===== src/rtl/nbr_pkg.sv =====
package nbr_pkg;

  typedef struct packed {
    logic load;     // take new address and size
    logic launch;   // start an external read
    logic capture;  // last strobe cycle: sample and push
  } nbrStrobes_t;

  localparam logic [1:0] SIZE_BYTE = 2'd0;
  localparam logic [1:0] SIZE_HALF = 2'd1;

endpackage


===== src/rtl/nbr_fifo.sv =====
module nbr_fifo #(
  parameter int DEPTH = 8,
  parameter int DW    = 32,
  localparam int PW   = (DEPTH > 1) ? $clog2(DEPTH) : 1,
  localparam int LW   = $clog2(DEPTH + 1)
) (
  input  logic          clk,
  input  logic          rstN,
  input  logic          push,
  input  logic [DW-1:0] pushData,
  input  logic          pop,
  output logic [DW-1:0] head,
  output logic [LW-1:0] level,
  output logic          full,
  output logic          empty
);

  logic [DW-1:0] store [DEPTH];
  logic [PW-1:0] wrPtr, rdPtr;
  logic          doPush, doPop;

  assign empty  = (level == '0);
  assign full   = (level == LW'(DEPTH));
  assign doPush = push && !full;
  assign doPop  = pop && !empty;
  assign head   = store[rdPtr];

  function automatic logic [PW-1:0] nextPtr(input logic [PW-1:0] p);
    return (p == PW'(DEPTH - 1)) ? '0 : p + PW'(1);
  endfunction

  always_ff @(posedge clk) begin
    if (doPush) store[wrPtr] <= pushData;
  end

  always_ff @(posedge clk) begin
    if (!rstN) begin
      wrPtr <= '0;
      rdPtr <= '0;
      level <= '0;
    end else begin
      if (doPush) wrPtr <= nextPtr(wrPtr);
      if (doPop)  rdPtr <= nextPtr(rdPtr);
      case ({doPush, doPop})
        2'b10:   level <= level + LW'(1);
        2'b01:   level <= level - LW'(1);
        default: level <= level;
      endcase
    end
  end

endmodule


===== src/rtl/nbr_ctrl.sv =====
module nbr_ctrl
  import nbr_pkg::*;
#(
  parameter int CW        = 8,
  parameter int RD_CYCLES = 3,
  localparam int TW       = (RD_CYCLES > 1) ? $clog2(RD_CYCLES) : 1
) (
  input  logic          clk,
  input  logic          rstN,
  input  logic          ldValid,
  input  logic [CW-1:0] ldCount,
  input  logic          wrPending,
  input  logic          extEmpty,
  input  logic          fifoFull,
  output nbrStrobes_t   strobes,
  output logic          busy,
  output logic [CW-1:0] remCount
);

  logic [TW-1:0] timer;
  logic          launch, capture;

  // a new read needs: work left, bus free of writes, data available, room
  assign launch  = !busy && (remCount != '0) && !wrPending && !extEmpty && !fifoFull;
  assign capture = busy && (timer == '0);

  assign strobes.load    = ldValid && (ldCount != '0);
  assign strobes.launch  = launch;
  assign strobes.capture = capture;

  always_ff @(posedge clk) begin
    if (!rstN) begin
      busy  <= 1'b0;
      timer <= '0;
    end else if (launch) begin
      busy  <= 1'b1;
      timer <= TW'(RD_CYCLES - 1);
    end else if (capture) begin
      busy  <= 1'b0;
    end else if (busy) begin
      timer <= timer - TW'(1);
    end
  end

  always_ff @(posedge clk) begin
    if (!rstN)                           remCount <= '0;
    else if (ldValid)                    remCount <= ldCount;
    else if (capture && remCount != '0)  remCount <= remCount - CW'(1);
  end

endmodule


===== src/rtl/nbr_datapath.sv =====
module nbr_datapath
  import nbr_pkg::*;
#(
  parameter int AW    = 16,
  parameter int DW    = 32,
  parameter int DEPTH = 8,
  localparam int LW   = $clog2(DEPTH + 1)
) (
  input  logic          clk,
  input  logic          rstN,
  input  nbrStrobes_t   strobes,
  input  logic [AW-1:0] ldAddr,
  input  logic [1:0]    ldSize,
  input  logic [DW-1:0] extData,
  input  logic          popReq,
  output logic [AW-1:0] rdAddr,
  output logic [1:0]    rdSize,
  output logic [DW-1:0] popData,
  output logic [LW-1:0] fillLevel,
  output logic          fifoFull,
  output logic          underflow
);

  logic [DW-1:0] shaped, head;
  logic [AW-1:0] step;
  logic          fifoEmpty;

  always_comb begin
    shaped = '0;
    case (rdSize)
      SIZE_BYTE: shaped[7:0]  = extData[7:0];
      SIZE_HALF: shaped[15:0] = extData[15:0];
      default:   shaped       = extData;
    endcase
  end

  always_comb begin
    case (rdSize)
      SIZE_BYTE: step = AW'(1);
      SIZE_HALF: step = AW'(2);
      default:   step = AW'(4);
    endcase
  end

  always_ff @(posedge clk) begin
    if (!rstN) begin
      rdAddr <= '0;
      rdSize <= SIZE_BYTE;
    end else if (strobes.load) begin
      rdAddr <= ldAddr;
      rdSize <= ldSize;
    end else if (strobes.capture) begin
      rdAddr <= rdAddr + step;
    end
  end

  always_ff @(posedge clk) begin
    if (!rstN)                     underflow <= 1'b0;
    else if (popReq && fifoEmpty)  underflow <= 1'b1;
  end

  assign popData = (popReq && !fifoEmpty) ? head : '0;

  nbr_fifo #(.DEPTH(DEPTH), .DW(DW)) i_fifo (
    .clk      (clk),
    .rstN     (rstN),
    .push     (strobes.capture),
    .pushData (shaped),
    .pop      (popReq),
    .head     (head),
    .level    (fillLevel),
    .full     (fifoFull),
    .empty    (fifoEmpty)
  );

endmodule


===== src/rtl/nbr_engine.sv =====
module nbr_engine
  import nbr_pkg::*;
#(
  parameter int AW        = 16,
  parameter int DW        = 32,
  parameter int CW        = 8,
  parameter int DEPTH     = 8,
  parameter int RD_CYCLES = 3,
  localparam int LW       = $clog2(DEPTH + 1)
) (
  input  logic          clk,
  input  logic          rstN,
  input  logic          ldValid,
  input  logic [AW-1:0] ldAddr,
  input  logic [1:0]    ldSize,
  input  logic [CW-1:0] ldCount,
  output logic [CW-1:0] remCount,
  input  logic          wrPending,
  input  logic          extEmpty,
  output logic          rdStrobe,
  output logic [AW-1:0] rdAddr,
  output logic [1:0]    rdSize,
  input  logic [DW-1:0] extData,
  input  logic          popReq,
  output logic [DW-1:0] popData,
  output logic [LW-1:0] fillLevel,
  output logic          underflow,
  input  logic [LW-1:0] thresh,
  input  logic          intEn,
  input  logic          dmaEn,
  output logic          irq,
  output logic          dmaReq
);

  nbrStrobes_t strobes;
  logic        fifoFull;
  logic        atLevel;

  nbr_ctrl #(.CW(CW), .RD_CYCLES(RD_CYCLES)) i_ctrl (
    .clk       (clk),
    .rstN      (rstN),
    .ldValid   (ldValid),
    .ldCount   (ldCount),
    .wrPending (wrPending),
    .extEmpty  (extEmpty),
    .fifoFull  (fifoFull),
    .strobes   (strobes),
    .busy      (rdStrobe),
    .remCount  (remCount)
  );

  nbr_datapath #(.AW(AW), .DW(DW), .DEPTH(DEPTH)) i_dp (
    .clk       (clk),
    .rstN      (rstN),
    .strobes   (strobes),
    .ldAddr    (ldAddr),
    .ldSize    (ldSize),
    .extData   (extData),
    .popReq    (popReq),
    .rdAddr    (rdAddr),
    .rdSize    (rdSize),
    .popData   (popData),
    .fillLevel (fillLevel),
    .fifoFull  (fifoFull),
    .underflow (underflow)
  );

  assign atLevel = (fillLevel >= thresh);
  assign irq     = intEn && atLevel;
  assign dmaReq  = dmaEn && atLevel;

endmodule


===== config.mk =====
export PLATFORM = sky130hd
export DESIGN_NAME = nbr_engine
export DESIGN_NICKNAME = d
export VERILOG_FILES = /design/src/rtl/nbr_pkg.sv /design/src/rtl/nbr_fifo.sv /design/src/rtl/nbr_ctrl.sv /design/src/rtl/nbr_datapath.sv /design/src/rtl/nbr_engine.sv
export SDC_FILE = /design/constraint.sdc
export NUM_CORES = 1
export LEC_CHECK = 0
export BUFFER_PORTS_ARGS = -buffer_cell sky130_fd_sc_hd__buf_2
export CAP_MARGIN = 15
export CORE_MARGIN = 10
export CORE_UTILIZATION = 59
export DETAILED_ROUTE_END_ITERATION = 6
export GPL_TIMING_DRIVEN = 0
export PLACE_DENSITY_LB_ADDON = 0.08
export SETUP_SLACK_MARGIN = 0.2
export SYNTH_ARGS = -nofsm -noshare
export SYNTH_HDL_FRONTEND = slang
export SYNTH_HIERARCHICAL = 1
export SYNTH_SLANG_ARGS = --single-unit
export TNS_END_PERCENT = 30

===== constraint.sdc =====
create_clock -name clk -period 5.9 [get_ports clk]
set_input_delay 0.295 -clock clk [delete_from_list [all_inputs] [get_ports clk]]
set_output_delay 0.295 -clock clk [all_outputs]
set_load 0.01 [all_outputs]

Word level (Yosys, flattened, before mapping):

Memory sizes are Yosys's and may differ from the RTL's. A register that Yosys moved wholly into a read port is not among the register bits.
Cells that the tools add are included.

* mux-type cells: 20
* equal/unequal tests: 7
* order comparisons: 1
* add/sub/neg operators: 7
* bitwise logic cells: 2
* reduce and logical (&&, ||, !) cells: 31

Operators with widths (count)
* 2-to-1 mux 16 bit: 3
* 2-to-1 mux 32 bit: 1
* 2-to-1 mux 8 bit: 3
* adder 16 x 3 -> 16 bit: 1
* nonzero test 8 bit: 2
* logical AND 1 bit: 12
* 2-to-1 mux 3 bit: 4
* nonzero test 2 bit: 5
* case mux 4 bit (2 select lines): 1
* subtractor 8 x 1 -> 8 bit (second input constant): 1
* adder 3 x 1 -> 3 bit (second input constant): 2
* == test 3 bit (second input constant): 2
* 2-to-1 mux 2 bit: 3
* case mux 3 bit (2 select lines): 1
* logical NOT 1 bit: 5
* adder 4 x 1 -> 4 bit (second input constant): 1
* == test 2 x 1 -> 1 bit (second input constant): 2
* == test 4 bit (second input constant): 1
* >= comparator 4 bit: 1
* logical NOT 2 bit: 2
* logical NOT 4 bit: 1
* 2-to-1 mux 1 bit: 4
* AND reduction 2 bit: 2
* OR reduction 2 bit: 2
* other kinds (5): 6

* register bits: 40
* input port bits: 70
* RAM bits: 256
* memories kept: 1
* output and inout port bits: 66

Memory list
* i_dp.i_fifo.store: depth 8, bits a word 32, rd ports 1, clocked after memory_dff 1, write ports 1, line nbr_fifo.sv:18 `logic [DW-1:0] store [DEPTH];`

Logic depth before layout (Yosys ltp):

* depth in word-level cells: 7
* gate-level depth with buffers: 14

Modules after synthesis:

The synthesis kept the hierarchy.

Modules (own cells, without submodules)
* nbr_fifo: cells an instance 448, sequential area each 7947.6 µm², times used 1, area each 10328.7 µm²
* nbr_datapath: cells an instance 200, sequential area each 380.4 µm², times used 1, area each 1508.9 µm²
* nbr_ctrl: cells an instance 77, sequential area each 220.2 µm², times used 1, area each 669.4 µm²
* nbr_engine: cells an instance 14, sequential area each 0.0 µm², times used 1, area each 112.6 µm²

Worst setup path before layout:

Ideal clock, no wire load.

* kind: reg-to-reg
* from: reg i_ctrl.timer[0]
* to: mem i_dp.i_fifo.store[0][0], enable pin
* cell stages (with the launch flop): 9
* data arrival time: 4.223 ns
* path slack: 1.176 ns
* setup time: 0.501 ns
* path through: dfxtp_1 -> inv_1 -> ha_1 -> nand2_1 -> inv_1 -> buf_4 -> a21bo_1 -> buf_6 -> nor4_1

* word-level cells in the longest chain between the ends: 5

RTL lines
* start: declaration: line nbr_ctrl.sv:20 `logic [TW-1:0] timer;`
* start signal: assignment: line nbr_ctrl.sv:37 `timer <= TW'(RD_CYCLES - 1);`
* start signal: assignment: line nbr_ctrl.sv:41 `timer <= timer - TW'(1);`
* logical NOT 2 bit: line nbr_ctrl.sv:25 `assign capture = busy && (timer == '0);`
* logical AND 1 bit: line nbr_ctrl.sv:25
* via i_ctrl.capture: line nbr_ctrl.sv:21 `logic launch, capture;`
* logical AND 1 bit: line nbr_fifo.sv:24 `assign doPush = push && !full;`
* 2-to-1 mux 1 bit: line nbr_fifo.sv:33 `if (doPush) store[wrPtr] <= pushData;`
* 2-to-1 mux 1 bit (not written as such): line nbr_fifo.sv:33
* end: declaration: line nbr_fifo.sv:18

The timed path passes the listed nets, and every way through them passes these cells.

==> metrics.txt <==
HPWL after detailed placement 19280 microns; IO Count around 140; design area 0.01488 sq mm; DIE WIDTH between 150 and 200 microns; CP endpoint kind output pin; worst hold stages 3; Mean Syn Cell Area 17.09 sq um; period utilization 50.31%; CP max-delay cell clkbuf_1; DRT Wirelength 28050 microns; Finished Layout Cells 1225; GR Overflow Total 0; initial antenna violation count 1; worst path buffer plus inverter count 3; H-tree levels 1; # Max-Cap Violations 0; Mapped Cells 738; worst reg2reg endpoint i_dp/rdAddr[8]; Reg clk slew, reported paths 0.06 ns; Core ar. 0.02102 sq mm; max_slew headroom 30.96%; # setup viols final 0; layout cells sized above 1 between 30% and 40%; Die Y 166.2 microns; IO buf count around 140; clock latency on the worst-skew pair 0.54 ns; post-placement cell area 0.01394 sq mm; worst hold slack 0.01930 ns; Initial Util 60.00%; slowest cell delay on critical path 0.45 ns; PwrDens 332.9 mW/mm^2; most frequent CP cell buf_2; CP Launch Type flip-flop; leak pwr 5.296 nW; via/cell ratio 5.893; RSZ-0062 raised after global routing no; Yosys Warn Count 6; stages on the worst setup path 6; Die ar. 0.02762 sq mm; Worst Path Required 5.61 ns; Max Used Layer met4; vias 7219; Crit path max-delay family buffers and inverters; register cell area after layout 0.008548 sq mm; total track usage 20.14%; r2r setup slk approximately 3 ns; Synth Cell Area 0.01261 sq mm; syn_nets 826; crit path max fanout 10; min Tclk post-route 2.968 ns; DR DRC count 0; outcome finished, final reports clean; clock root cell clkbuf_16; Multi-input gate area 0.003854 sq mm; Worst Path Arrival 2.67 ns; TritonCTS clock tree yes; Hold Crit Class in2reg; CTS sink count between 200 and 300; worst slew pin tran 1.030 ns; metal2 WL 14450 microns; global-route wire length before repair 44590 microns; Post-DRT Antenna Nets 0; critical path class reg2out; Worst Min Path Start ldCount[1]; RR Startpoint i_dp/rdSize[1]; Cell Chain, Critical Path clkbuf_1 > buf_2 > mux4_2 > mux2_2 > and2_1 > buf_2; pin count of the biggest net entering global routing 22; routed metal-1 wirelength roughly 11000 microns; peak supply drop 0.1928 mV; Worst R2R Path Depth 8; Pre-antenna DRT Iters 5; final setup TNS 0 ns; Area Growth Syn to Fin 17.95%; vias in the first global route 7864; Rows 53; Final nets 1017; RePlAce Congestion 0.8590; TritonCTS buffer count 29; skew final approximately 0.013 ns; fill cell count 1374; routed wl met3 around 2000 microns; fmax ~340 MHz; clock tree buffer depth 3; wire per inst 22.90 microns; Final Power 0.004951 W; placed instance count 1169; DRT iter0 DRCs 602; Pins Over Slew Limit 0; WHS Endpoint i_ctrl/remCount[1]; final hold vios 0
## layout make-up
cell class,instances,share of cell area (%)
Clock inverter,16,0.8832
Multi-Input combinational cell,389,25.91
Tap cell,275,2.313
Buffer,36,1.388
Inverter,14,0.3533
Timing Repair Buffer,160,6.578
Antenna cell,1,0.01682
Clock buffer,35,5.097
Sequential cell,299,57.46
## placed cells by master, fill, tap and decap left out, types with 19 or more instances in the layout
master,n
a21oi_1,22
and2_1,54
buf_2,144
buf_6,19
clkbuf_1,22
clkbuf_16,29
dfxtp_1,43
edfxtp_1,256
mux2_2,32
mux4_2,64
nand2_1,20
nor2b_1,20
o21ai_0,19
## how the worst max path moves through the flow
stage	end
floorplan	i_dp/i_fifo/store[0][0]
global placement	i_dp/i_fifo/store[0][2]
detailed placement	i_dp/rdAddr[9]
CTS	i_dp/rdAddr[9]
global route	i_dp/rdAddr[14]
finish	popData[16]
## metal layers
metal  up-vias  track usage (%)
li1       3277                -
met1      3634            25.06
met2       275            35.15
met3        33            4.472
met4         0            4.700
met5         -                0
## through the flow
stage / setup slack, ns / utilization, %
after global placement: -2.170 / 64.85
after detailed placement: 2.923 / 66.33
final: 2.932 / 70.76
after global routing: 2.704 / 70.75
after floorplan: 1.176 / -
after CTS: 2.910 / 70.75
## tightest hold or removal path, stage by stage
cell and delay (ns):
buf_2 0.11, nand2_1 0.06, a21oi_1 0.05
## sequential cells by signal, indices dropped and copies added, names as in the netlist, named ones only
register	count
i_ctrl/busy	1
i_dp/rdSize	2
i_dp/underflow	1
i_dp/rdAddr	16
i_dp/i_fifo/rdPtr	3
i_ctrl/timer	2
i_dp/i_fifo/store	256
i_dp/i_fifo/wrPtr	3
i_ctrl/remCount	8
i_dp/i_fifo/level	4
## power by group
group	switching, W	internal, W
clock	0.000747	0.000997
sequential	0.0000358	0.00233
combinational	0.000408	0.000434
## what timing repair did
action                     4_1_cts  5_1_grt
setup endpoints to repair        0        0
setup buffers                    0        0
hold buffers                     4        0
hold endpoints to repair         4        0
gates resized for setup          0        0
(Power assumes the default switching activity.)
